$ cat src/rtl/lldPkg.sv
package lldPkg;
  localparam int ADDR_W   = 64;
  localparam int WORD_W   = 32;
  localparam int SIZE_W   = 17;
  localparam int BEATS    = 8;
  localparam int BEAT_W   = $clog2(BEATS);
  localparam int ALIGN_W  = 3;
  localparam int DONE_BIT = 17;
  localparam int INT_BIT  = 0;
  localparam int CHAIN_D  = 27;
  localparam int CHAIN_S  = 28;
  localparam logic [ADDR_W-1:0] CTLHI_OFS = 64'h1C;

  typedef enum logic [2:0] {
    ST_IDLE, ST_FETCH, ST_WAIT, ST_XFER, ST_WBACK
  } stateT;

  typedef struct packed {
    logic loadHead;
    logic followNext;
    logic capture;
    logic countDown;
  } strobeT;
endpackage

$ cat src/rtl/lldDpath.sv
module lldDpath
  import lldPkg::*;
(
  input  logic              clk,
  input  logic              rstN,
  input  strobeT            stb,
  input  logic [ADDR_W-1:0] headPtr,
  input  logic [WORD_W-1:0] rdData,
  output logic [ADDR_W-1:0] rdAddr,
  output logic [ADDR_W-1:0] wrAddr,
  output logic [WORD_W-1:0] wrData,
  output logic [ADDR_W-1:0] curPtr,
  output logic [SIZE_W-1:0] remCount,
  output logic [ADDR_W-1:0] curSrc,
  output logic [ADDR_W-1:0] curDst,
  output logic [WORD_W-1:0] curCtlLo,
  output logic              lastBeat,
  output logic              countZero,
  output logic              chainGo,
  output logic              nextAligned,
  output logic              headAligned,
  output logic              intEn
);
  logic [ADDR_W-1:0] descAddr;
  logic [BEAT_W-1:0] beatIdx;
  logic [ADDR_W-1:0] srcR, dstR, llpR;
  logic [WORD_W-1:0] ctlLoR, ctlHiR;
  logic [SIZE_W-1:0] remR;

  always_ff @(posedge clk) begin
    if (!rstN) begin
      descAddr <= '0;
      beatIdx  <= '0;
      srcR     <= '0;
      dstR     <= '0;
      llpR     <= '0;
      ctlLoR   <= '0;
      ctlHiR   <= '0;
      remR     <= '0;
    end else begin
      if (stb.loadHead) begin
        descAddr <= headPtr;
        llpR     <= headPtr;
        beatIdx  <= '0;
      end else if (stb.followNext) begin
        descAddr <= llpR;
        beatIdx  <= '0;
      end else if (stb.capture) begin
        beatIdx <= beatIdx + 1'b1;
        case (beatIdx)
          3'd0: srcR[31:0]  <= rdData;
          3'd1: srcR[63:32] <= rdData;
          3'd2: dstR[31:0]  <= rdData;
          3'd3: dstR[63:32] <= rdData;
          3'd4: llpR[31:0]  <= rdData;
          3'd5: llpR[63:32] <= rdData;
          3'd6: ctlLoR      <= rdData;
          default: begin
            ctlHiR <= rdData;
            remR   <= rdData[SIZE_W-1:0];
          end
        endcase
      end
      if (stb.countDown) remR <= remR - 1'b1;
    end
  end

  assign rdAddr      = descAddr + {{(ADDR_W-BEAT_W-2){1'b0}}, beatIdx, 2'b00};
  assign wrAddr      = descAddr + CTLHI_OFS;
  assign wrData      = ctlHiR | (WORD_W'(1) << DONE_BIT);
  assign curPtr      = llpR;
  assign remCount    = remR;
  assign curSrc      = srcR;
  assign curDst      = dstR;
  assign curCtlLo    = ctlLoR;
  assign lastBeat    = (beatIdx == BEAT_W'(BEATS-1));
  assign countZero   = (remR == '0);
  assign chainGo     = (llpR != '0) && ctlLoR[CHAIN_D] && ctlLoR[CHAIN_S];
  assign nextAligned = (llpR[ALIGN_W-1:0] == '0);
  assign headAligned = (headPtr[ALIGN_W-1:0] == '0);
  assign intEn       = ctlLoR[INT_BIT];


  count_step_chk: assert property (@(posedge clk) disable iff (!rstN)
    stb.countDown |=> (remCount == $past(remCount) - 1'b1));


  count_hold_chk: assert property (@(posedge clk) disable iff (!rstN)
    (!stb.countDown && !stb.capture) |=> $stable(remCount));
endmodule

$ cat src/rtl/lldCtrl.sv
module lldCtrl
  import lldPkg::*;
(
  input  logic   clk,
  input  logic   rstN,
  input  logic   start,
  input  logic   rdValid,
  input  logic   lastBeat,
  input  logic   countZero,
  input  logic   chainGo,
  input  logic   nextAligned,
  input  logic   headAligned,
  input  logic   intEn,
  output strobeT stb,
  output logic   rdReq,
  output logic   wrEn,
  output logic   blockDone,
  output logic   xferDone,
  output logic   errEvt,
  output logic   busy
);
  stateT state, nextState;

  always_ff @(posedge clk) begin
    if (!rstN) state <= ST_IDLE;
    else       state <= nextState;
  end

  always_comb begin
    nextState = state;
    stb       = '0;
    rdReq     = 1'b0;
    wrEn      = 1'b0;
    blockDone = 1'b0;
    xferDone  = 1'b0;
    errEvt    = 1'b0;
    case (state)
      ST_IDLE: begin
        if (start) begin
          if (headAligned) begin
            stb.loadHead = 1'b1;
            nextState    = ST_FETCH;
          end else begin
            errEvt = 1'b1;
          end
        end
      end
      ST_FETCH: begin
        rdReq     = 1'b1;
        nextState = ST_WAIT;
      end
      ST_WAIT: begin
        if (rdValid) begin
          stb.capture = 1'b1;
          nextState   = lastBeat ? ST_XFER : ST_FETCH;
        end
      end
      ST_XFER: begin
        if (countZero) nextState = ST_WBACK;
        else           stb.countDown = 1'b1;
      end
      ST_WBACK: begin
        wrEn      = 1'b1;
        blockDone = 1'b1;
        if (chainGo) begin
          if (nextAligned) begin
            stb.followNext = 1'b1;
            nextState      = ST_FETCH;
          end else begin
            errEvt    = 1'b1;
            nextState = ST_IDLE;
          end
        end else begin
          xferDone  = intEn;
          nextState = ST_IDLE;
        end
      end
      default: nextState = ST_IDLE;
    endcase
  end

  assign busy = (state != ST_IDLE);


  single_req_chk: assert property (@(posedge clk) disable iff (!rstN)
    rdReq |=> !rdReq);


  wb_pulse_chk: assert property (@(posedge clk) disable iff (!rstN)
    wrEn |=> !wrEn);


  xfer_with_block_chk: assert property (@(posedge clk) disable iff (!rstN)
    xferDone |-> blockDone);


  err_halt_chk: assert property (@(posedge clk) disable iff (!rstN)
    errEvt |=> !busy);


  busy_start_chk: assert property (@(posedge clk) disable iff (!rstN)
    (busy && !blockDone) |=> busy);
endmodule

$ cat src/rtl/lldFetchEngine.sv
module lldFetchEngine
  import lldPkg::*;
(
  input  logic              clk,
  input  logic              rstN,
  input  logic              start,
  input  logic [ADDR_W-1:0] headPtr,
  output logic              rdReq,
  output logic [ADDR_W-1:0] rdAddr,
  input  logic              rdValid,
  input  logic [WORD_W-1:0] rdData,
  output logic              wrEn,
  output logic [ADDR_W-1:0] wrAddr,
  output logic [WORD_W-1:0] wrData,
  output logic              busy,
  output logic [ADDR_W-1:0] curPtr,
  output logic [SIZE_W-1:0] remCount,
  output logic [ADDR_W-1:0] curSrc,
  output logic [ADDR_W-1:0] curDst,
  output logic [WORD_W-1:0] curCtlLo,
  output logic              blockDone,
  output logic              xferDone,
  output logic              errEvt
);
  strobeT stb;
  logic lastBeat, countZero, chainGo, nextAligned, headAligned, intEn;

  lldCtrl uCtrl (
    .clk(clk), .rstN(rstN), .start(start), .rdValid(rdValid),
    .lastBeat(lastBeat), .countZero(countZero), .chainGo(chainGo),
    .nextAligned(nextAligned), .headAligned(headAligned), .intEn(intEn),
    .stb(stb), .rdReq(rdReq), .wrEn(wrEn), .blockDone(blockDone),
    .xferDone(xferDone), .errEvt(errEvt), .busy(busy)
  );

  lldDpath uDpath (
    .clk(clk), .rstN(rstN), .stb(stb), .headPtr(headPtr), .rdData(rdData),
    .rdAddr(rdAddr), .wrAddr(wrAddr), .wrData(wrData), .curPtr(curPtr),
    .remCount(remCount), .curSrc(curSrc), .curDst(curDst),
    .curCtlLo(curCtlLo), .lastBeat(lastBeat), .countZero(countZero),
    .chainGo(chainGo), .nextAligned(nextAligned),
    .headAligned(headAligned), .intEn(intEn)
  );


  done_flag_chk: assert property (@(posedge clk) disable iff (!rstN)
    wrEn |-> wrData[DONE_BIT]);


  err_no_read_chk: assert property (@(posedge clk) disable iff (!rstN)
    (errEvt && !blockDone) |-> !rdReq);
endmodule

$ cat config.mk
export PLATFORM = sky130hd
export DESIGN_NAME = lldFetchEngine
export DESIGN_NICKNAME = d
export VERILOG_FILES = /design/src/rtl/lldPkg.sv /design/src/rtl/lldDpath.sv /design/src/rtl/lldCtrl.sv /design/src/rtl/lldFetchEngine.sv
export SDC_FILE = /design/constraint.sdc
export NUM_CORES = 1
export LEC_CHECK = 0
export BUFFER_PORTS_ARGS = -buffer_cell sky130_fd_sc_hd__buf_2
export CAP_MARGIN = 10
export CORE_AREA = 2 2 196 198
export DETAILED_ROUTE_END_ITERATION = 8
export DIE_AREA = 0 0 198 200
export PLACE_DENSITY = 0.7
export SYNTH_ARGS = -nofsm -noshare
export SYNTH_HDL_FRONTEND = slang
export SYNTH_SLANG_ARGS = --single-unit
$ cat constraint.sdc
create_clock -name clk -period 7.9 [get_ports clk]
set_input_delay 2.37 -clock clk [delete_from_list [all_inputs] [get_ports clk]]
set_output_delay 2.37 -clock clk [all_outputs]
set_load 0.01 [all_outputs]
* Yosys cells after proc, flatten, opt, wreduce, memory -nomap -nowiden
Cells that the tools add are included.
** Storage, ports and cells
- Bits in writable memories :: 0
- Bits in read-only memories :: 0
- Flip-flop bits (word level) :: 343
- Input bits :: 100
- Latch bits :: 0
- Logic and storage cells :: 104
- Memories kept :: 0
** Operators by class
- Shifts and indexed selects :: 0
- Eq/ne operators :: 19
- $add $sub $neg :: 4
- Reduce and logical (&&, ||, !) cells :: 26
- $lt $le $gt $ge :: 0
- $mul :: 0
- Muxes and demuxes :: 39
- Div/mod/pow operators :: 0
- Bitwise logic cells :: 4
** Operators by type and width (count)
- $mux 64 :: 5
- $mux 17 :: 5
- $add 64x5->64 :: 1
- $add 64x5->64 const B :: 1
- $mux 32 :: 2
- $reduce_bool 64->1 :: 1
- $reduce_and 4->1 :: 8
- $mux 1 :: 20
- $logic_not 17->1 :: 1
- $sub 17x1->17 const B :: 1
- $eq 3x3->1 const B :: 5
- $pmux 3 s5 :: 1
- $eq 3x2->1 const B :: 4
- $logic_not 3->1 :: 4
- $mux 3 :: 4
- $ne 2x2->1 const B :: 6
- $reduce_bool 2->1 :: 5
- $reduce_or 7->1 :: 1
- $eq 3x1->1 const B :: 2
- $reduce_and 3->1 :: 2
- $ne 2x1->1 const B :: 2
- $not 1->1 :: 4
- $add 3x1->3 const B :: 1
- $reduce_bool 3->1 :: 1
- 4 further kinds :: 5

* Depth between registers and ports, before layout
Gate-level depths: netlist (run 1).
- Depth in word-level cells :: 8
- Gate-level depth with buffers :: 9
- Depth with buffers taken out :: 7

* By module
Synthesis (run 1) repeated with hierarchy kept, for this count alone.
** Second synthesis, totals
- Cell total of the unflattened synthesis :: 2053
- Area total of the unflattened synthesis :: 15964.1 µm²
** By module, submodules not included
- lldDpath :: cells an instance 2019, instances 1, area an instance 15655.0 µm²
- lldCtrl :: cells an instance 34, instances 1, area an instance 309.0 µm²

* Worst setup path after synthesis (run 1)
Ideal clock, no wire load.
- Path kind :: input-to-output
- Start :: input port start
- End :: output port errEvt
- Path buffers :: 0
- Path slack :: 2496 ps
- Data required time :: 5530 ps
- Arrival time :: 3034 ps
- Stages :: 2
- Cells stage by stage :: or4b_4 -> o22ai_1
** On the way
- Word-level cells in the longest chain between the ends :: 2
** RTL lines
- start, declared :: RTL line lldFetchEngine.sv:6 : input logic start,
- $mux 1 :: RTL line lldCtrl.sv:39 : if (start) begin
- $pmux 1 s2 :: RTL line lldCtrl.sv:37 : case (state)
- end, declared :: RTL line lldFetchEngine.sv:23 : output logic errEvt
No other way between the ends.

* Final worst setup path (run 1)
- Start :: register uDpath.descAddr[12]
- End :: output port rdAddr[21]
** On the way
- Word-level cells in the longest chain between the ends :: 1
** RTL lines
- start, declared :: RTL line lldDpath.sv:24 : logic [ADDR_W-1:0] descAddr;
- start signal, assigned :: RTL line lldDpath.sv:42 : descAddr <= headPtr;
- start signal, assigned :: RTL line lldDpath.sv:46 : descAddr <= llpR;
- $add 64x5->64 :: RTL line lldDpath.sv:68 : assign rdAddr = descAddr + {{(ADDR_W-BEAT_W-2){1'b0}}, beatIdx, 2'b00};
- end, declared :: RTL line lldFetchEngine.sv:9 : output logic [ADDR_W-1:0] rdAddr,
No other way between the ends.

==> results of run 1 <==
## registers in the layout, summed over array words and instances (netlist names)
register,cells
uCtrl.state,3
uDpath.beatIdx,3
uDpath.descAddr,64
uDpath.curSrc,64
uDpath.curDst,64
uDpath.curPtr,64
uDpath.ctlHiR,31
uDpath.remCount,17
uDpath.curCtlLo,32
## Yosys cell counts (all sizes together) (2+ instances only)
library cell | count | area, um^2
nand3 | 45 | 225
or4b | 2 | 23.8
o21ai | 68 | 344
nor2b | 3 | 18.8
nand4b | 2 | 17.5
dfxtp | 342 | 6850
and4 | 3 | 26.3
nand2b | 6 | 37.5
nand2 | 531 | 2020
o211a | 3 | 30.0
nor2 | 191 | 717
or4 | 5 | 45.0
o311ai | 4 | 35.0
a211oi | 61 | 463
and2 | 7 | 43.8
or3 | 5 | 31.3
o211ai | 6 | 45.0
and3 | 11 | 68.8
a31oi | 9 | 56.3
xor2 | 83 | 727
or2 | 4 | 25.0
buf | 57 | 397
nor4b | 3 | 56.3
nand4 | 45 | 288
a21oi | 206 | 1030
nor3b | 4 | 30.0
nor4 | 36 | 240
inv | 14 | 52.6
nor3 | 47 | 240
ha | 11 | 138
xnor2 | 38 | 333
o31a | 64 | 561
a311oi | 62 | 543
clkbuf | 144 | 551
o21a | 2 | 15.0
## where the power goes
| group | leakage [nW] | switching [mW] | internal (mW) | total [mW] |
|---|---|---|---|---|
| logic | 5.22 | 0.210 | 0.0998 | 0.310 |
| clock network | 0.587 | 0.730 | 0.995 | 1.73 |
| registers | 2.76 | 0.0532 | 1.75 | 1.80 |
## logic make-up after synthesis
group / count (synthesis) / share of synthesized area (%)
adder cells (fa/ha/maj): 12 / 0.959
other: 1 / 0.0228
XOR/XNOR: 121 / 6.45
AND/OR/NAND/NOR: 952 / 25.4
AO/OA/AOI/OAI: 494 / 19.5
flip-flops: 342 / 41.6
buffers and inverters: 216 / 6.10
## metrics by stage
step / power [mW] / cells / instance area (um^2) / util [%] / hold WS [ns]
floorplan: 1.98 / 2138 / 16400 / - / 0.450
global placement: 2.14 / 2971 / 18800 / 50.3 / 0.439
detailed placement: 2.14 / 2971 / 18800 / 50.3 / 0.444
CTS: 3.84 / 3037 / 20000 / 53.5 / 0.452
global route: 3.95 / 3039 / 20000 / 53.6 / 0.462
finish: 3.84 / 3040 / 20000 / 53.6 / 0.453
## layer usage
layer,vias to the layer above,part of all wire [%],global-route usage (%),wire (um)
li1,8125,-,-,-
met1,8550,39,42.7,27700
met2,1033,46,54.9,32300
met3,178,10,9.36,7360
met4,0,5.0,18.1,3530
met5,-,0,0,0
## final cells by class
class / count / area, um^2 / area share (%)
clock inverter: 12 / 140 / 0.699
timing repair buffer: 524 / 2690 / 13.4
tap: 511 / 639 / 3.19
multi-input combinational: 1580 / 8610 / 42.9
antenna: 2 / 5.00 / 0.0250
clock buffer: 54 / 1050 / 5.24
sequential: 342 / 6850 / 34.2
inverter: 15 / 63.8 / 0.318
## tightest hold or removal path, cell delays in order, from the launching register on
cell	delay, ns
dfxtp_1	0.31
nand2_1	0.05
a21oi_1	0.05
## path summary, 6_finish.rpt
kind	endpoint	cells past startpoint	startpoint	slack [ns]
worst min-delay path	uDpath.curSrc[24]$_SDFFE_PN0P_	2	uDpath.curSrc[24]$_SDFFE_PN0P_	0.45
worst min register to register	uDpath.curSrc[24]$_SDFFE_PN0P_	2	uDpath.curSrc[24]$_SDFFE_PN0P_	0.45
worst max register to register	uDpath.curPtr[22]$_SDFFE_PN0P_	6	uCtrl.state[0]$_SDFFE_PN0P_	4.78
worst max-delay path	rdAddr[21]	6	uDpath.descAddr[12]$_SDFFE_PN0N_	2.04
==> results.json, run 1 <==
{
  "cp_data_required_time_ns": 5.53,
  "syn_nets": 2250,
  "drt_first_pass_iters": 6,
  "ant_nets": 0,
  "fin_skew_ns": 0.0162,
  "crit_top_cell": "nand4_1",
  "max_cap_viol_count": 0,
  "pre_cts_ws_ns": 2.34,
  "numCtsBuffers": 37,
  "hold_viol_final": 0,
  "area_growth_pct": 21.9,
  "clkSinkCount": 342,
  "p_per_area_nw_per_um2": 192,
  "rsz0062_at_grt": "false",
  "wire_per_inst_um": 23.3,
  "cts_resized": 0,
  "grt_max_degree": 190,
  "worst_slack_ns": 2.04,
  "start_kind": "flop",
  "avgSynthCellArea_um2": 7.69,
  "finalSetupViolCount": 0,
  "crit_family": "simple AND/OR/NAND/NOR gates",
  "die-area_um2": 39600,
  "drive_above_1_share_pct": 23.8,
  "numPortBuffers": 505,
  "outcome": "finished clean",
  "crit_path_cell_trace": "nand4_1 -> nor3_1 -> nand4_1 -> nor2_1 -> xor2_1 -> buf_2",
  "wl_um": 70900,
  "route.detailed.drc": 0,
  "final_common_cell": "nand2_1",
  "clkLatencyLatePin_ns": 0.54,
  "finalCritPeriodShare_pct": 74.2,
  "mostFrequentLayoutCells": "nand2_1 (529), buf_2 (505), dfxtp_1 (342)",
  "vdd_drop_max_mv": 0.162,
  "cts_max_level": 2,
  "start_util_pct": 44.0,
  "grt_pass1_wl_um": 103000,
  "clkTransAtPathRegs_ns": 0.06,
  "ys_seq_elements": 342,
  "grt_pass1_vias": 16702,
  "critPathArrivalTime_ns": 3.49,
  "fp.dieW_um": 198,
  "cts_setup_buffers": 0,
  "seq_area_frac_synth_pct": 41.6,
  "cts_root_buf": "clkbuf_16",
  "antenna_found_initial": 2,
  "ys_types": 65,
  "slowest_delay_ns": 0.71,
  "ys_async_sr_fraction_pct": 0,
  "final.setup.tns_ns": 0,
  "top_level_ports": 507,
  "final.min_clock_period_ns": 5.86,
  "worstMarginPinSlew_ns": 1.08,
  "routabilityCongestion": 0.959,
  "fmaxAchievable_mhz": 171,
  "critPathMaxFanout": 8,
  "num_rows": 71,
  "synth_top_flop_cell": "dfxtp_1",
  "yosysWarningCount": 0,
  "cts_tree": "built",
  "fill_cells": 3646,
  "track_usage_pct": 34.4,
  "syn_area_um2": 16400,
  "avgViaCountPerCell": 5.88,
  "slew_headroom_pct": 27.9,
  "finalNetCount": 2612,
  "syn_inst": 2138,
  "synth_edf_count": 0,
  "end_kind": "output port",
  "path_class": "reg -> out",
  "drv_slew": 0,
  "p_leak_nw": 8.57,
  "clk_path_buf_depth": 3,
  "drt_iter0_drc": 1758,
  "dp_hpwl_um": 51300,
  "vias": 17886,
  "coreArea_um2": 37400,
  "holdBufCountCts": 0,
  "cp.buffers_inverters": 1,
  "critPathSlowestCell": "nor3_1",
  "overflow": 0,
  "worstHoldPathType": "reg -> reg",
  "die_y_um": 200
}
Power figures use the tool's default switching activity.
==> run 2, diff against run 1 <==
- PLACE_DENSITY: 0.7 -> 0.73
- clock period: 7.9 -> 4.9 ns (I/O delays scaled with it)
==> run 2 against run 1 <==
Compared with the run above:
- worst hold slack got worse by 0.0019 ns
- largest cell class unchanged
- sequential power increased by 61%
- largest power group is now clock
- flip-flop and latch count unchanged
- clock-buffer cell count increased by 6
==> results.json, run 2 (synthesis gave the netlist of run 1 again) <==
{
  "hold_path_end": "uDpath.curSrc[6]$_SDFFE_PN0P_",
  "dp_hpwl_um": 53000,
  "vdd_drop_max_mv": 0.249,
  "finalCritPeriodShare_pct": 95.9,
  "cp_data_required_time_ns": 3.43,
  "grt_pass1_vias": 16566,
  "reg2reg_from": "uCtrl.state[2]$_SDFFE_PN0P_",
  "routabilityCongestion": 0.953,
  "hold_start": "uDpath.curSrc[6]$_SDFFE_PN0P_",
  "critPathSlowestCell": "nor4b_4",
  "clockPowerShare_pct": 46.2,
  "critPathArrivalTime_ns": 3.23,
  "drv_slew": 0,
  "power.switching_mw": 1.63,
  "drive_above_1_share_pct": 24.4,
  "finalSetupViolCount": 0,
  "outcome": "finished clean",
  "power_frac_seq_pct": 45.7,
  "numPortBuffers": 505,
  "holdBufCountCts": 0,
  "p_comb_share_pct": 8.1,
  "grt_max_degree": 141,
  "area_growth_pct": 23.3,
  "fill_cells": 3602,
  "slew_headroom_pct": 37.3,
  "path_class": "reg -> out",
  "final.min_clock_period_ns": 4.70,
  "final_common_cell": "nand2_1",
  "vias": 17900,
  "overflow": 0,
  "wl_um": 71900,
  "wire_per_inst_um": 23.4,
  "hold_viol_final": 0,
  "end_kind": "output port",
  "ant_nets": 0,
  "avgViaCountPerCell": 5.84,
  "intPower_mw": 4.72,
  "slowest_delay_ns": 0.63,
  "clkSinkCount": 342,
  "max_cap_viol_count": 0,
  "crit_path_cell_trace": "nand4_1 -> nor4b_4 -> nand3_1 -> nor4_1 -> xor2_1 -> buf_2",
  "drt_first_pass_iters": 5,
  "seq_area_um2": 6850,
  "whs_path_depth": 2,
  "final_cell_count_no_fill": 3065,
  "p_per_area_nw_per_um2": 313,
  "clk_path_buf_depth": 3,
  "r2r_setup_slack_ns": 1.82,
  "die_y_um": 200,
  "coreArea_um2": 37400,
  "rsz0062_at_grt": "false",
  "p_sw_share_pct": 25.6,
  "final.setup.tns_ns": 0,
  "clkLatencyLatePin_ns": 0.54,
  "critPathMaxFanout": 7,
  "start_util_pct": 44.0,
  "worstHoldPathType": "reg -> reg",
  "top_level_ports": 507,
  "fin_skew_ns": 0.0233,
  "worstMarginPinSlew_ns": 0.941,
  "rr_endpoint": "uDpath.descAddr[48]$_SDFFE_PN0N_",
  "fp.dieW_um": 198,
  "drt_iter0_drc": 1634,
  "finalNetCount": 2631,
  "track_usage_pct": 34.9,
  "mostFrequentLayoutCells": "nand2_1 (529), buf_2 (505), dfxtp_1 (342)",
  "cts_root_buf": "clkbuf_16",
  "r2r_cells": 6,
  "cts_tree": "built",
  "place_inst": 2988,
  "numCtsBuffers": 38,
  "p_total_mw": 6.35,
  "route.detailed.drc": 0,
  "die-area_um2": 39600,
  "clkTransAtPathRegs_ns": 0.06,
  "num_rows": 71,
  "cts_max_level": 2,
  "multiInputGateArea_um2": 8600,
  "grt_pass1_wl_um": 104000,
  "start_kind": "flop",
  "p_leak_nw": 8.71,
  "antenna_found_initial": 5,
  "fmaxAchievable_mhz": 213
}
-- run 2: area by class of cell --
class	count	share of cell area, %
Sequential cell	342	33.8
Clock buffer	60	5.69
Tap cell	511	3.15
Inverter	15	0.315
Multi-Input combinational cell	1580	42.4
Timing Repair Buffer	542	14.0
Antenna cell	5	0.0617
Clock inverter	10	0.648
-- run 2: routing by layer --
metal | vias to the layer above | part of all wire, % | routed length (um) | GRT usage [%]
li1 | 8168 | - | - | -
met3 | 193 | 10 | 7320 | 8.33
met1 | 8519 | 39 | 28100 | 43.3
met4 | 2 | 4.7 | 3360 | 15.7
met2 | 1018 | 46 | 33100 | 57.7
met5 | - | 0.013 | 9 | 0
-- run 2: power by group through the flow --
| stage | combinational [mW] | clock, mW | sequential [mW] |
|---|---|---|---|
| after CTS | 0.503 | 2.96 | 2.90 |
| after global routing | 0.543 | 3.07 | 2.91 |
| after floorplan | 0.276 | 0 | 2.92 |
| after detailed placement | 0.502 | 0 | 2.96 |
| final | 0.512 | 2.93 | 2.90 |
| after global placement | 0.496 | 0 | 2.96 |
-- run 2: critical path, delay by kind of cell (launching register included) --
kind,cells,cell delay (ns)
and+or+nand+nor,4,1.85
DFF,1,0.51
xor gates and xnor gates,1,0.18
buffers and inverters,1,0.15
-- run 2: metrics by stage --
stage                     hold slack, ns  setup slack (ns)  instance area, um^2  utilization, %
final                              0.451             0.200                20300            54.2
after global routing               0.462            0.0777                20300            54.2
after CTS                          0.451             0.105                20300            54.1
after detailed placement           0.443             0.694                19000            50.7
after global placement             0.439             0.731                19000            50.7
after floorplan                    0.450              1.30                16400               -
-- run 2: worst max-delay path by stage --
stage / slack [ns] / from / end
after floorplan: 1.30 / start / errEvt
after global placement: 0.73 / uDpath.descAddr[7]$_SDFFE_PN0N_ / wrAddr[42]
after detailed placement: 0.69 / uDpath.descAddr[7]$_SDFFE_PN0N_ / wrAddr[42]
after CTS: 0.10 / uDpath.descAddr[7]$_SDFFE_PN0N_ / wrAddr[42]
after global routing: 0.08 / uDpath.descAddr[12]$_SDFFE_PN0N_ / wrAddr[57]
final: 0.20 / uDpath.descAddr[9]$_SDFFE_PN0N_ / wrAddr[57]
-- run 2: timing repair --
| item | 4_1_cts | 5_1_grt |
|---|---|---|
| setup endpoints to repair | 0 | 1 |
| hold endpoints to repair | 0 | 0 |
| setup buffers | 0 | 2 |
| resized for setup | 0 | 0 |
==> run 3, diff against run 2 <==
- ABC_AREA: default -> 1
- CORE_AREA: 2 2 196 198 -> 2 2 199 201
- DIE_AREA: 0 0 198 200 -> 0 0 201 203
- PLACE_DENSITY: 0.73 -> 0.72
==> run 3 against run 2 <==
Compared with the run above:
- clock-buffer cell count down 8
- synthesized area rose by 2.8%
- core utilization shrank 0.12 points
- clock power decreased by 1%
- critical path type unchanged
- first-iteration DRC count decreased by 5.3%
- worst hold slack better by 0.0079 ns
- die area increased by 3.0%
==> results.json, run 3 <==
{
  "outcome": "finished clean",
  "start_util_pct": 43.9,
  "power.switching_mw": 1.55,
  "top_level_ports": 507,
  "cts_root_buf": "clkbuf_16",
  "overflow": 0,
  "hold_path_end": "uDpath.curDst[57]$_SDFFE_PN0P_",
  "routabilityCongestion": 0.974,
  "ys_top_cells_by_count": "nor2_1 (544), nand2_1 (478), dfxtp_1 (342)",
  "fp.dieW_um": 201,
  "holdBufCountCts": 0,
  "p_comb_share_pct": 7.2,
  "slowest_delay_ns": 0.65,
  "end_kind": "output port",
  "p_sw_share_pct": 25.0,
  "seq_area_frac_synth_pct": 40.5,
  "final.min_clock_period_ns": 4.59,
  "drive_above_1_share_pct": 21.8,
  "ys_types": 44,
  "synth_fa_ha_area_share_pct": 0.933,
  "r2r_setup_slack_ns": 1.85,
  "ys_seq_elements": 342,
  "rr_endpoint": "uDpath.ctlHiR[1]$_SDFFE_PN0P_",
  "ys_async_sr_fraction_pct": 0,
  "path_class": "reg -> out",
  "hold_start": "uDpath.curDst[57]$_SDFFE_PN0P_",
  "cts_tree": "built",
  "p_leak_nw": 10.1,
  "finalSetupViolCount": 0,
  "numCtsBuffers": 36,
  "final.setup.tns_ns": 0,
  "fmaxAchievable_mhz": 218,
  "die-area_um2": 40800,
  "intPower_mw": 4.66,
  "synthMuxAreaShare_pct": 0,
  "track_usage_pct": 34.9,
  "grt_max_degree": 124,
  "p_per_area_nw_per_um2": 298,
  "grt_pass1_vias": 17752,
  "start_kind": "flop",
  "critPathArrivalTime_ns": 3.12,
  "clkSinkCount": 342,
  "syn_nets": 2575,
  "clkTransAtPathRegs_ns": 0.06,
  "crit_top_cell": "nand2_1",
  "r2r_cells": 9,
  "yosys.area_share.simple_pct": 32.2,
  "synthTopCellsByArea": "dfxtp_1 (41%), nor2_1 (12%), nand2_1 (11%)",
  "clkLatencyLatePin_ns": 0.54,
  "grt_pass1_wl_um": 110000,
  "reg2reg_from": "uDpath.beatIdx[2]$_SDFFE_PP0P_",
  "route.detailed.drc": 0,
  "crit_path_cell_trace": "ha_1 -> nand2_1 -> a21oi_2 -> nand2_1 -> nor3_2 -> nand2_1 -> nor2_2 -> nand2_1 -> nand2_1 -> nand2_1 -> buf_2",
  "clk_path_buf_depth": 3,
  "final_common_cell": "nor2_1",
  "pre_cts_ws_ns": 0.907,
  "final_area_um2": 20800,
  "fill_cells": 3874,
  "syn_inst": 2463,
  "yosysTopAreaCell": "dfxtp_1",
  "numPortBuffers": 505,
  "critPathMaxFanout": 8,
  "synth_top_flop_cell": "dfxtp_1",
  "wl_um": 73200,
  "drt_first_pass_iters": 5,
  "area_growth_pct": 23.1,
  "drt_iter0_drc": 1548,
  "whs_path_depth": 2,
  "yosysTopAreaCellShare_pct": 40.5,
  "worstMarginPinSlew_ns": 1.26,
  "power_frac_seq_pct": 46.2,
  "worstHoldPathType": "reg -> reg",
  "yosysWarningCount": 0,
  "worst_slack_ns": 0.309,
  "num_rows": 72,
  "coreArea_um2": 38500,
  "antenna_found_initial": 2,
  "syn_area_um2": 16900,
  "cts_resized": 0,
  "rsz0062_at_grt": "false",
  "slew_headroom_pct": 16.2,
  "cp.buffers_inverters": 1,
  "hold_viol_final": 0,
  "synth_compound_area_share_pct": 12.1,
  "cts_max_level": 2,
  "avgSynthCellArea_um2": 6.86,
  "finalCritPeriodShare_pct": 93.7,
  "max_cap_viol_count": 0,
  "vias": 18499,
  "synth_edf_count": 0,
  "critPathSlowestCell": "dfxtp_1",
  "cts_setup_buffers": 0,
  "cp_data_required_time_ns": 3.43,
  "finalNetCount": 2979,
  "drv_slew": 0,
  "fin_skew_ns": 0.0244,
  "synth_xor_area_share_pct": 6.68,
  "mostFrequentLayoutCells": "nor2_1 (544), buf_2 (504), nand2_1 (478)",
  "synth_top_family_by_area": "simple AND/OR/NAND/NOR gates",
  "synth.most_common_cell": "nor2_1",
  "vdd_drop_max_mv": 0.275,
  "die_y_um": 203,
  "postPlaceCellArea_um2": 19600,
  "avgViaCountPerCell": 5.42,
  "crit_family": "simple AND/OR/NAND/NOR gates",
  "clockPowerShare_pct": 46.6,
  "dp_hpwl_um": 56100,
  "ant_nets": 0,
  "wire_per_inst_um": 21.4
}
## run 3: changes by cell type after synthesis, sizes merged, moves of 29 or more
| cell | delta |
|---|---|
| a211oi | -60 |
| a21oi | -135 |
| a311oi | -62 |
| clkbuf | -56 |
| inv | +122 |
| nand2 | -50 |
| nand3 | +156 |
| nor2 | +366 |
| nor4 | -33 |
| o211ai | +62 |
| o21ai | +152 |
| o31a | -64 |
| xor2 | +29 |
## run 3: per-layer routing
metal	vias up	share of wire (%)	GRT usage [%]
met4	0	4.3	14.9
met2	901	47	58.9
met1	8704	40	43.9
met3	142	8.1	6.15
li1	8752	-	-
met5	-	0	0
## run 3: layout make-up
cell class | instances | area, um^2 | area share, %
Inverter | 138 | 520 | 2.50
Antenna cell | 2 | 5.00 | 0.0240
Multi-Input combinational cell | 1819 | 8800 | 42.3
Clock buffer | 52 | 1050 | 5.05
Clock inverter | 13 | 201 | 0.968
Tap cell | 518 | 648 | 3.11
Sequential cell | 342 | 6850 | 32.9
Timing Repair Buffer | 530 | 2730 | 13.1
## run 3: cell families (layout without fill, tap and decap cells)
family	after synthesis	in the layout
AO/OA/AOI/OAI	367	367
XOR/XNOR	129	129
adder cells (fa/ha/maj)	12	12
buffers and inverters	302	733
flip-flops	342	342
other	1	3
AND/OR/NAND/NOR	1310	1310
## run 3: worst register-to-register path: stages (launching register included)
cell and delay (ns):
dfxtp_1 0.47, inv_1 0.27, ha_1 0.20, buf_4 0.34
nor2_1 0.09, nand4_1 0.14, clkinv_1 0.59, buf_4 0.47
o21ai_0 0.25, a21oi_1 0.09
## run 3: worst max-delay path by stage
stage	start	to	cells after the start
after floorplan	headPtr[1]	errEvt	3
after global routing	uDpath.beatIdx[2]$_SDFFE_PP0P_	rdAddr[54]	11
final	uDpath.beatIdx[2]$_SDFFE_PP0P_	rdAddr[52]	11
after CTS	uDpath.beatIdx[2]$_SDFFE_PP0P_	rdAddr[52]	11
after global placement	uDpath.beatIdx[2]$_SDFFE_PP0P_	rdAddr[52]	11
after detailed placement	uDpath.beatIdx[2]$_SDFFE_PP0P_	rdAddr[52]	11
## run 3: metrics by stage
stage / std cells / total power [mW] / hold slack, ns / util, %
5_1_grt: 3414 / 6.38 / 0.484 / 54.1
4_1_cts: 3412 / 6.22 / 0.459 / 54.1
2_1_floorplan: 2463 / 3.13 / 0.422 / -
3_3_place_gp: 3347 / 3.37 / 0.447 / 50.8
6_report: 3414 / 6.21 / 0.459 / 54.1
3_5_place_dp: 3347 / 3.37 / 0.449 / 50.8
## run 3: power groups by stage
stage	Combinational [mW]	Sequential (mW)	Clock (mW)
2_1_floorplan	0.222	2.91	0
3_3_place_gp	0.440	2.93	0
3_5_place_dp	0.443	2.93	0
4_1_cts	0.444	2.87	2.91
5_1_grt	0.485	2.87	3.03
6_report	0.450	2.87	2.89
